## src/rtl/qtd_retry_pkg.sv

```systemverilog
package qtd_retry_pkg;
  localparam int CERR_W  = 2;
  localparam int PID_W   = 2;
  localparam int RES_W   = 5;
  localparam int STAT_W  = 4;
  localparam int TOKEN_W = 8;

  // result code bit positions
  localparam int RB_OK     = 0;
  localparam int RB_XACT   = 1;
  localparam int RB_DBUF   = 2;
  localparam int RB_BABBLE = 3;
  localparam int RB_STALL  = 4;

  // status bit positions
  localparam int SB_XACT   = 0;
  localparam int SB_DBUF   = 1;
  localparam int SB_BABBLE = 2;
  localparam int SB_STALL  = 3;

  typedef enum logic [PID_W-1:0] {
    PID_OUT   = 2'b00,
    PID_IN    = 2'b01,
    PID_SETUP = 2'b10,
    PID_RSV   = 2'b11
  } pid_e;

  typedef enum logic [2:0] {
    OC_NONE, OC_OK, OC_XACT, OC_DBUF, OC_BABBLE, OC_STALL
  } outcome_e;
endpackage

```

## src/rtl/qtd_outcome_decode.sv

```systemverilog
module qtd_outcome_decode
  import qtd_retry_pkg::*;
#(
  parameter int N_RES = RES_W
) (
  input  logic             valid,
  input  logic [N_RES-1:0] code,
  output outcome_e         kind,
  output logic             bad_code
);
  localparam int CNT_W = $clog2(N_RES + 1);
  logic [CNT_W-1:0] ones;

  always_comb begin
    ones = '0;
    for (int i = 0; i < N_RES; i++) ones = ones + CNT_W'(code[i]);
  end

  assign bad_code = valid && (ones != CNT_W'(1));

  always_comb begin
    kind = OC_NONE;
    if (valid && !bad_code) begin
      unique case (1'b1)
        code[RB_OK]:     kind = OC_OK;
        code[RB_XACT]:   kind = OC_XACT;
        code[RB_DBUF]:   kind = OC_DBUF;
        code[RB_BABBLE]: kind = OC_BABBLE;
        code[RB_STALL]:  kind = OC_STALL;
        default:         kind = OC_NONE;
      endcase
    end
  end
endmodule

```

## src/rtl/qtd_cerr_step.sv

```systemverilog
module qtd_cerr_step
  import qtd_retry_pkg::*;
#(
  parameter int CW = CERR_W,
  parameter int SW = STAT_W
) (
  input  logic [CW-1:0]    cerr,
  input  logic [PID_W-1:0] pid,
  input  logic             high_speed,
  input  logic             async_q,
  input  outcome_e         kind,
  output logic [CW-1:0]    cerr_nxt,
  output logic             halt,
  output logic             budget_out,
  output logic [SW-1:0]    stat_set
);
  localparam logic [CW-1:0] CMAX = '1;
  localparam logic [CW-1:0] CONE = CW'(1);

  logic counting, reload_ok;
  assign counting  = (cerr != '0);
  assign reload_ok = high_speed ||
                     (async_q && (pid == PID_OUT || pid == PID_IN));

  always_comb begin
    cerr_nxt   = cerr;
    halt       = 1'b0;
    budget_out = 1'b0;
    stat_set   = '0;
    case (kind)
      OC_OK: if (counting && reload_ok) cerr_nxt = CMAX;
      OC_XACT: begin
        stat_set[SB_XACT] = 1'b1;
        if (cerr == CONE) begin
          cerr_nxt   = '0;
          halt       = 1'b1;
          budget_out = 1'b1;
        end else if (counting) begin
          cerr_nxt = cerr - CONE;
        end
      end
      OC_DBUF:   stat_set[SB_DBUF] = 1'b1;
      OC_BABBLE: begin stat_set[SB_BABBLE] = 1'b1; halt = 1'b1; end
      OC_STALL:  begin stat_set[SB_STALL]  = 1'b1; halt = 1'b1; end
      default: ;
    endcase
  end
endmodule

```

## src/rtl/qtd_token_enc.sv

```systemverilog
module qtd_token_enc
  import qtd_retry_pkg::*;
(
  input  logic [PID_W-1:0]   pid,
  output logic [TOKEN_W-1:0] token
);
  always_comb begin
    case (pid)
      PID_OUT:   token = 8'hE1;
      PID_IN:    token = 8'h69;
      PID_SETUP: token = 8'h2D;
      default:   token = 8'h00;
    endcase
  end
endmodule

```

## src/rtl/qtd_retry_update.sv

```systemverilog
module qtd_retry_update
  import qtd_retry_pkg::*;
(
  input  logic               clk,
  input  logic               rst_n,
  input  logic               load_en,
  input  logic [CERR_W-1:0]  load_cerr,
  input  logic [PID_W-1:0]   load_pid,
  input  logic               load_active,
  input  logic               ep_high_speed,
  input  logic               async_sched,
  input  logic               err_irq_en,
  input  logic               res_valid,
  input  logic [RES_W-1:0]   res_code,
  output logic               wb_valid,
  output logic [CERR_W-1:0]  wb_cerr,
  output logic [PID_W-1:0]   wb_pid,
  output logic               wb_active,
  output logic               wb_halted,
  output logic [STAT_W-1:0]  wb_status,
  output logic               err_irq,
  output logic               proto_err,
  output logic [TOKEN_W-1:0] token_byte
);
  logic [CERR_W-1:0] cerr_q, cerr_nxt;
  logic [PID_W-1:0]  pid_q;
  logic              active_q, halted_q;
  logic [STAT_W-1:0] status_q, stat_set;
  logic              strobe_q, irq_q, proto_q;
  logic              accept, bad, upd, halt, budget_out, bad_code;
  outcome_e          kind;

  qtd_outcome_decode #(.N_RES(RES_W)) u_dec (
    .valid(res_valid), .code(res_code), .kind(kind), .bad_code(bad_code)
  );

  qtd_cerr_step #(.CW(CERR_W), .SW(STAT_W)) u_step (
    .cerr(cerr_q), .pid(pid_q), .high_speed(ep_high_speed),
    .async_q(async_sched), .kind(kind), .cerr_nxt(cerr_nxt),
    .halt(halt), .budget_out(budget_out), .stat_set(stat_set)
  );

  qtd_token_enc u_tok (.pid(pid_q), .token(token_byte));

  assign accept = res_valid && !load_en;
  assign bad    = accept && (bad_code || !active_q || pid_q == PID_RSV);
  assign upd    = accept && !bad;

  always_ff @(posedge clk) begin
    if (!rst_n) begin
      cerr_q   <= '0;
      pid_q    <= '0;
      active_q <= 1'b0;
      halted_q <= 1'b0;
      strobe_q <= 1'b0;
      irq_q    <= 1'b0;
      proto_q  <= 1'b0;
    end else begin
      strobe_q <= upd;
      irq_q    <= upd && budget_out && err_irq_en;
      proto_q  <= bad;
      if (load_en) begin
        cerr_q   <= load_cerr;
        pid_q    <= load_pid;
        active_q <= load_active;
        halted_q <= 1'b0;
      end else if (upd) begin
        cerr_q <= cerr_nxt;
        if (halt) begin
          active_q <= 1'b0;
          halted_q <= 1'b1;
        end
      end
    end
  end

  for (genvar g = 0; g < STAT_W; g++) begin : g_stat
    always_ff @(posedge clk) begin
      if (!rst_n)                  status_q[g] <= 1'b0;
      else if (load_en)            status_q[g] <= 1'b0;
      else if (upd && stat_set[g]) status_q[g] <= 1'b1;
    end
  end

  assign wb_valid  = strobe_q;
  assign wb_cerr   = cerr_q;
  assign wb_pid    = pid_q;
  assign wb_active = active_q;
  assign wb_halted = halted_q;
  assign wb_status = status_q;
  assign err_irq   = irq_q;
  assign proto_err = proto_q;
endmodule

```

## config.mk

```make
export PLATFORM = sky130hd
export DESIGN_NAME = qtd_retry_update
export DESIGN_NICKNAME = d
export VERILOG_FILES = /design/src/rtl/qtd_retry_pkg.sv /design/src/rtl/qtd_outcome_decode.sv /design/src/rtl/qtd_cerr_step.sv /design/src/rtl/qtd_token_enc.sv /design/src/rtl/qtd_retry_update.sv
export SDC_FILE = /design/constraint.sdc
export NUM_CORES = 1
export LEC_CHECK = 0
export CORE_ASPECT_RATIO = 0.75
export CORE_MARGIN = 2
export CORE_UTILIZATION = 38
export DETAILED_ROUTE_END_ITERATION = 8
export GPL_TIMING_DRIVEN = 0
export PLACE_DENSITY = 0.83
export REMOVE_ABC_BUFFERS = 1
export SKIP_LAST_GASP = 1
export SLEW_MARGIN = 15
export SYNTH_ARGS = -nofsm -noshare
export SYNTH_HDL_FRONTEND = slang
export SYNTH_HIERARCHICAL = 1
export SYNTH_SLANG_ARGS = --single-unit
```

## constraint.sdc

```tcl
create_clock -name clk -period 4.4 [get_ports clk]
set_input_delay 1.32 -clock clk [delete_from_list [all_inputs] [get_ports clk]]
set_output_delay 1.32 -clock clk [all_outputs]
set_load 0.05 [all_outputs]
```

==> flow_summary.ini <==
[die]
die_w_microns = 60.7
core_area_sq_mm = 0.00229
initial_core_util_pct = 39.9
fp-row-count = 15
num_io_pins = 38
dieArea_sq_mm = 0.00282
die_h_microns = 46.5

[flow_run]
maxCapViolCount = 0

[cts]
cts_tree = yes
cts_buffers = 3
cts_sinks = 13
worstSkewPairLatency_ns = 0.28
htree_levels = 1
clk_pin_slew_ns = 0.08
clockRootBuffer = clkbuf_4
cts_buffer_depth = 2

[critical_path]
cpMostUsedCell = inv_2
worstPathMaxFanout = 5
cp_num_buf_inv = 3
critPathTopFamily = adder cells
cp.required_ns = 4.57
start_kind = primary input
worst_path_largest_cell_delay_ns = 0.50
slowest_stage = fa_1
worst-setup-path-type = primary input to flop
worstPathCellList = dlymetal6s2s_1, inv_2, fa_1, fa_2, inv_2, ha_4, nor4b_4, a21boi_4, or3b_4, mux2i_1, a31oi_1, and4_4, o31a_1
end_kind = flop
worst_ep_arrival_time_ns = 4.23

[final_layout]
layout.nets = 162
drive_gt1_share_pct = 16.2
nFillCells = 221
fin_area_sq_mm = 0.00134
fin_util_pct = 58.6
final_common_cell = clkdlybuf4s50_1
area_delta_synth_final_pct = 46.8
fin_cells = 170
diodes = 0
final_cell_mix = 32 x clkdlybuf4s50_1, 13 x inv_1, 13 x dfxtp_1, 7 x nor2_1

[yosys]
synth_area_sq_um = 915
ys_seq_area_share_pct = 28.5
synth.avg_cell_area_sq_um = 9.15
ys_ff_latch = 13
ys_async_sr_fraction_pct = 0
ys_warn_count = 6
synth_enable_flop_cells = 0
synth.distinct_cells = 33
synth_flop_cell = dfxtp_1
postSynthCellCount = 100

[timing]
tns_ns = 0
fin_ws_ns = 0.337
skew_ns = 0.00539
setup_violations = 0
tightest_slew_ns = 0.791
max_freq_mhz = 246
hold_ws_ns = 0.495
rsz0062_at_grt = no
hold_viol = 0
post-route-period-util_pct = 92.3
slew_violations = 0
min_period_ns = 4.06
max_slew_margin_pct = 47.1

[global_routing]
grt-ovfl-total = 0
antenna_found_initial = 0
grt_max_degree = 13
grt_pass1_vias = 806
grt_pass1_wl_microns = 3480
grt_usage_pct = 17.2

[drt]
drc = 0
wl_per_cell_microns = 13.3
route.met2.wl_microns = 1070
vias = 834
m1WireLength_microns = 1040
top_layer = met4
first_pass_iters = 4
viasPerCell = 4.91
met3WireLength_microns = 122
wl_microns = 2260
antenna_left = 0
drt_iter0_drc = 14

[power_and_ir_drop]
finalPower_uw = 320
p_leak_nw = 0.556
power_density_mw_per_mm2 = 238
peakVddDrop_v = 0.000176

[placement]
dp_hpwl_microns = 1780
port_buffers = 35
pre_cts_ws_ns = -0.548
dp.cells = 162
place.gp.congestion = 0.853
dpl_cell_area_sq_mm = 0.00125

[outcome]
status = finished, final reports clean

[worst_hold_path]
hold_path.class = flop to flop
-- final cells by class --
| type | count | area [sq um] | share of cell area [%] |
|---|---|---|---|
| multi-input combinational | 64 | 564 | 42.0 |
| timing repair buffer | 39 | 388 | 28.9 |
| sequential | 13 | 260 | 19.4 |
| inverter | 16 | 60.1 | 4.47 |
| tap | 34 | 42.5 | 3.17 |
| clock buffer | 3 | 22.5 | 1.68 |
| clock inverter | 1 | 5.00 | 0.373 |
-- where the power goes --
| group | total, mW | internal, mW | switching [mW] |
|---|---|---|---|
| Sequential | 0.125 | 0.121 | 0.00411 |
| Combinational | 0.122 | 0.0545 | 0.0676 |
| Clock | 0.0727 | 0.0337 | 0.0390 |
-- synth_stat cells, types with 3 or more instances --
master | instances | share of area, %
ha_1 | 6 | 8.2
dfxtp_1 | 13 | 28
mux2i_1 | 3 | 3.3
o21ai_1 | 3 | 1.6
and2_1 | 3 | 2.1
buf_4 | 4 | 3.3
nor2b_1 | 4 | 2.7
nor2_1 | 7 | 2.9
nand2b_1 | 3 | 2.1
inv_1 | 16 | 6.6
a41oi_1 | 5 | 4.8
a21boi_1 | 3 | 2.5
-- kinds of logic after synthesis --
| logic type | after synthesis | synth area share, % |
|---|---|---|
| buffers and inverters | 24 | 13.4 |
| flip-flops | 13 | 28.5 |
| multiplexers | 3 | 3.28 |
| other | 1 | 0.410 |
| AND/OR/NAND/NOR | 29 | 21.9 |
| adder cells (fa/ha/maj) | 8 | 12.6 |
| AO/OA/AOI/OAI | 22 | 20.0 |
-- repair_timing --
action                     CTS  global route
hold buffers                 0             0
pin swaps                    1             3
resized for setup            4             7
buffers inserted             2             2
gates cloned                 0             0
setup endpoints to repair    4             4
-- metal layers --
metal	GRT usage (%)	vias up
met4	5.65	0
met5	0	-
li1	-	411
met3	5.90	4
met2	28.4	23
met1	21.2	396
-- final timing paths --
check                    from    endpoint  slack [ns]  cells past startpoint
hold / removal      wb_halted   wb_halted        0.50                      2
setup / recovery  res_code[3]  wb_cerr[0]        0.34                     13
setup reg to reg    wb_active  wb_cerr[0]        2.82                      3
hold reg to reg     wb_halted   wb_halted        0.50                      2
-- sequential cells by signal, summed over array words and instances, names as in the netlist --
name / flops
err_irq: 1
wb_active: 1
proto_err: 1
wb_pid: 2
wb_cerr: 2
wb_status: 4
wb_halted: 1
wb_valid: 1
-- worst register-to-register path, delay by kind of cell (launching register included) --
| kind | cells | cell delay, ns |
|---|---|---|
| AO/OA/AOI/OAI | 2 | 0.47 |
| flip-flops | 1 | 0.36 |
| AND/OR/NAND/NOR | 1 | 0.65 |
No activity file was read; power rests on OpenSTA's default activity.
